File: src/rtl/raid_parity_engine.sv
module raid_parity_engine #(
  parameter int W  = 16,
  parameter int N  = 5,
  parameter int AW = 16,
  localparam int IW = $clog2(N)
) (
  input  logic            clk,
  input  logic            rst_n,
  input  logic            cmd_valid,
  output logic            cmd_ready,
  input  logic [1:0]      cmd_op,
  input  logic [AW-1:0]   cmd_addr,
  input  logic [IW-1:0]   cmd_disk,
  input  logic [N*W-1:0]  cmd_opnd,
  output logic            res_valid,
  output logic [W-1:0]    res_data,
  output logic [IW-1:0]   res_disk
);

  logic          accept;
  logic [W-1:0]  nxt_data;
  logic [IW-1:0] nxt_disk;
  int            pd, row, pos;

  assign cmd_ready = !res_valid;
  assign accept    = cmd_valid && cmd_ready;

  always_comb begin
    nxt_data = '0;
    nxt_disk = '0;
    pd  = (N - 1) - int'(cmd_addr % N);
    row = int'(cmd_addr / (N - 1));
    pos = int'(cmd_addr % (N - 1));
    case (cmd_op)
      2'b00: begin
        for (int i = 0; i < N - 1; i++) nxt_data ^= cmd_opnd[i*W +: W];
        nxt_disk = IW'(pd);
      end
      2'b01: begin
        nxt_data = cmd_opnd[0 +: W] ^ cmd_opnd[W +: W] ^ cmd_opnd[2*W +: W];
        nxt_disk = IW'(pd);
      end
      2'b10: begin
        for (int i = 0; i < N; i++)
          if (i != int'(cmd_disk)) nxt_data ^= cmd_opnd[i*W +: W];
        nxt_disk = cmd_disk;
      end
      default: begin
        pd       = (N - 1) - (row % N);
        nxt_data = W'(row);
        nxt_disk = (pos < pd) ? IW'(pos) : IW'(pos + 1);
      end
    endcase
  end

  always_ff @(posedge clk) begin
    if (!rst_n) begin
      res_valid <= 1'b0;
      res_data  <= '0;
      res_disk  <= '0;
    end else begin
      res_valid <= accept;
      if (accept) begin
        res_data <= nxt_data;
        res_disk <= nxt_disk;
      end
    end
  end

endmodule

File: config.mk
export PLATFORM = sky130hd
export DESIGN_NAME = raid_parity_engine
export DESIGN_NICKNAME = d
export VERILOG_FILES = /design/src/rtl/raid_parity_engine.sv
export SDC_FILE = /design/constraint.sdc
export NUM_CORES = 1
export LEC_CHECK = 0
export ABC_AREA = 1
export BUFFER_PORTS_ARGS = -buffer_cell sky130_fd_sc_hd__clkbuf_2
export CAP_MARGIN = 20
export CORE_ASPECT_RATIO = 1.1
export CORE_MARGIN = 4
export CORE_UTILIZATION = 35
export CTS_CLUSTER_DIAMETER = 200
export DETAILED_ROUTE_END_ITERATION = 16
export GPL_ROUTABILITY_DRIVEN = 0
export HOLD_SLACK_MARGIN = 0.06
export SYNTH_ARGS = -nofsm -noshare
export SYNTH_HDL_FRONTEND = slang
export SYNTH_SLANG_ARGS = --single-unit
File: constraint.sdc
create_clock -name clk -period 10.45 [get_ports clk]
set_input_delay 0.5225 -clock clk [delete_from_list [all_inputs] [get_ports clk]]
set_output_delay 0.5225 -clock clk [all_outputs]
set_load 0.05 [all_outputs]
==> results.py <==
metrics = {
    "worst_setup_path": {
        "cp.required_ns": 10.61,
        "worstPathArrival_ns": 10.48,
        "cp_common_cell": "nand2_2",
        "cp_slowest_cell": "a221oi_2",
        "end_kind": "flop",
        "slowest_delay_ns": 0.30,
        "worstSetupPathType": "in2reg",
        "crit_fanout": 9,
        "start_kind": "input pin",
    },
    "yosys": {
        "synth_ff_type": "dfxtp_1",
        "syn-cell-area_sq_um": 12100,
        "synth-edff-count": 0,
        "synth-async-reset-ratio_pct": 0,
        "synthAdderAreaFrac_pct": 1.65,
        "synth_compound_area_share_pct": 9.60,
        "synthXorXnorAreaFrac_pct": 9.12,
        "yosys.area_share.simple_pct": 63.1,
        "avgSynthCellArea_sq_um": 5.40,
        "syn-instance-count": 2239,
        "yosysSeqAreaShare_pct": 3.31,
        "synth_top_family_by_area": "simple AND/OR/NAND/NOR gates",
        "synth_mux_area_share_pct": 0.0931,
        "synth-seq-cells": 20,
        "ys_types": 54,
        "yosys_warnings": 0,
        "synth_nets": 2359,
    },
    "timing": {
        "post-route-period-util_pct": 98.8,
        "slew_headroom_pct": 40.2,
        "fin_crit_ns": 10.32,
        "skew_ns": 0.00816,
        "slew_viol_final": 0,
        "timing.fmax_mhz": 96.9,
        "hold_viol_final": 0,
        "rsz0062_at_grt": "true",
        "final-setup-viol-count": 0,
        "whs_ns": 0.468,
        "tightest_slew_ns": 0.895,
        "setup_tns_ns": 0,
    },
    "worst_hold_path": {
        "holdCritPathClass": "reg2reg",
    },
    "pwr": {
        "ir_drop_uv": 108,
        "internal_power_mw": 1.69,
        "power_frac_comb_pct": 94.9,
        "switching_share_pct": 56.3,
        "power_leakage_nw": 8.90,
        "p_per_area_nw_per_um2": 230,
        "finalPower_mw": 3.88,
        "p_sw_mw": 2.18,
        "clockPowerShare_pct": 2.9,
        "power_frac_seq_pct": 2.2,
    },
    "clock_network": {
        "cts-root-buf": "clkbuf_16",
        "tritoncts": "yes",
        "htree_levels": 1,
        "cts-buffers-inserted": 3,
        "clk-insertion-delay-late_ns": 0.27,
        "holdBufCountCts": 0,
        "clockBufferDepth": 2,
        "path_clk_slew_ns": 0.07,
        "clock_sinks": 20,
    },
    "detailed_routing": {
        "ant_nets": 0,
        "drc": 0,
        "drtIter0Drc": 913,
        "vias_per_cell": 5.11,
        "wirelength_um": 43000,
        "drt-wirelength-per-cell_um": 13.8,
        "vias": 15886,
        "drt-pass1-iter-count": 6,
    },
    "run": {
        "maxCapViolations": 0,
    },
    "layout": {
        "final_nets": 2790,
        "stdcell_count": 3108,
        "final_util_pct": 49.4,
        "drive_gt1_share_pct": 35.3,
        "area_growth_pct": 39.6,
    },
    "global_routing": {
        "antenna_found_initial": 1,
        "grt_overflow": 0,
        "grt_max_degree": 44,
        "grt_pass1_wl_um": 66600,
        "grt_pass1_vias": 14572,
        "grt.total_usage_pct": 20.5,
    },
    "floorplanning": {
        "fp-row-count": 71,
        "die_area_sq_um": 37600,
        "io_pins": 125,
        "fp.dieW_um": 185,
        "die_h_um": 203,
        "core_area_sq_um": 34200,
        "initial_core_util_pct": 35.4,
    },
    "place": {
        "io_buffers": 124,
        "place_inst": 3019,
        "post-dp-hpwl_um": 33600,
    },
    "status": {
        "status": "finished, final reports clean",
    },
}
[logic make-up (layout without fill, tap and decap cells)]
group / Yosys count / after routing
flops: 20 / 20
simple gates: 1528 / 1536
compound gates: 195 / 195
fa+ha+maj: 16 / 16
mux: 1 / 1
xor+xnor: 126 / 126
buf+inv: 353 / 775
other cells: 0 / 1
[timing repair]
action / in CTS / in global routing
gates cloned: 0 / 11
setup buffers: 11 / 61
setup endpoints to repair: 3 / 3
pin swaps: 15 / 117
resized for setup: 36 / 264
[cell type report]
class / count / area [sq um]
Clock inverter: 1 / 30.0
Sequential cell: 20 / 400
Timing Repair Buffer: 477 / 3370
Clock buffer: 3 / 75.1
Multi-Input combinational cell: 1874 / 11300
Antenna cell: 1 / 2.50
Inverter: 294 / 1130
Tap cell: 438 / 548
Fill cell: 3481 / 17300
[path summary, 6_finish.rpt]
kind                        startpoint                   endpoint  slack [ns]  cells past startpoint
max reg2reg       res_valid$_SDFF_PN0_   res_disk[2]$_SDFFE_PN0P_        8.09                      6
max                       cmd_addr[13]   res_disk[1]$_SDFFE_PN0P_        0.13                     80
min          res_data[15]$_SDFFE_PN0P_  res_data[15]$_SDFFE_PN0P_        0.47                      2
min reg2reg  res_data[15]$_SDFFE_PN0P_  res_data[15]$_SDFFE_PN0P_        0.47                      2
[flip-flops by register name, summed over array words and instances, names as in the netlist]
| signal | flops |
|---|---|
| res_data | 16 |
| res_disk | 3 |
| res_valid | 1 |
[power by group through the flow]
stage	Clock, mW	Sequential [mW]	Combinational (mW)
floorplan	0	0.109	2.04
global placement	0	0.0877	3.17
detailed placement	0	0.0878	3.21
CTS	0.112	0.0861	3.27
global route	0.116	0.0869	4.07
finish	0.113	0.0861	3.68
[cells in the final DEF, fill, tap and decap left out, types with 86 or more instances in the layout]
| cell | instances |
|---|---|
| nand2_2 | 137 |
| nand2_1 | 628 |
| buf_4 | 328 |
| clkbuf_2 | 124 |
| nand3_1 | 214 |
| inv_1 | 244 |
| nor2_1 | 167 |
| nand3_2 | 86 |
| nand4_1 | 92 |
| xor2_1 | 86 |
[synth_stat cells (17+ instances only)]
master | instances | area (sq um)
nand2_1 | 707 | 2650
nand3_1 | 265 | 1330
inv_1 | 251 | 942
nor2_1 | 194 | 728
nand4_1 | 92 | 576
xor2_1 | 87 | 762
nand2_2 | 83 | 519
o21ai_0 | 64 | 320
nand3_2 | 58 | 581
a21oi_1 | 56 | 280
xnor2_1 | 39 | 342
inv_2 | 33 | 124
nand3b_1 | 31 | 233
nor2_2 | 24 | 150
buf_6 | 23 | 259
nor2_4 | 21 | 236
dfxtp_1 | 20 | 400
o211ai_1 | 17 | 128
[through the flow]
step           area, sq um  setup WS (ns)
4_1_cts              15200        0.00427
3_3_place_gp         14900         -0.646
6_report             16900          0.128
3_5_place_dp         14900         -0.816
5_1_grt              16900         -0.739
2_1_floorplan        12100          0.480
[worst max-delay path: cells and delay by family]
family / cells / cell delay (ns)
AO/OA/AOI/OAI: 2 / 0.39
XOR/XNOR: 1 / 0.19
adder cells (fa/ha/maj): 3 / 0.68
buffers and inverters: 16 / 1.93
AND/OR/NAND/NOR: 58 / 6.71
[routing by layer]
| metal | wire length (um) | global-route usage, % | part of all wire (%) | up-vias |
|---|---|---|---|---|
| met4 | 1190 | 4.64 | 2.8 | 0 |
| met2 | 22700 | 39.1 | 53 | 387 |
| met5 | 0 | 0 | 0 | - |
| met1 | 17700 | 24.6 | 41 | 7262 |
| met3 | 1370 | 1.58 | 3.2 | 88 |
| li1 | - | - | - | 8149 |
Note: power is estimated with default switching activity, not from simulation.
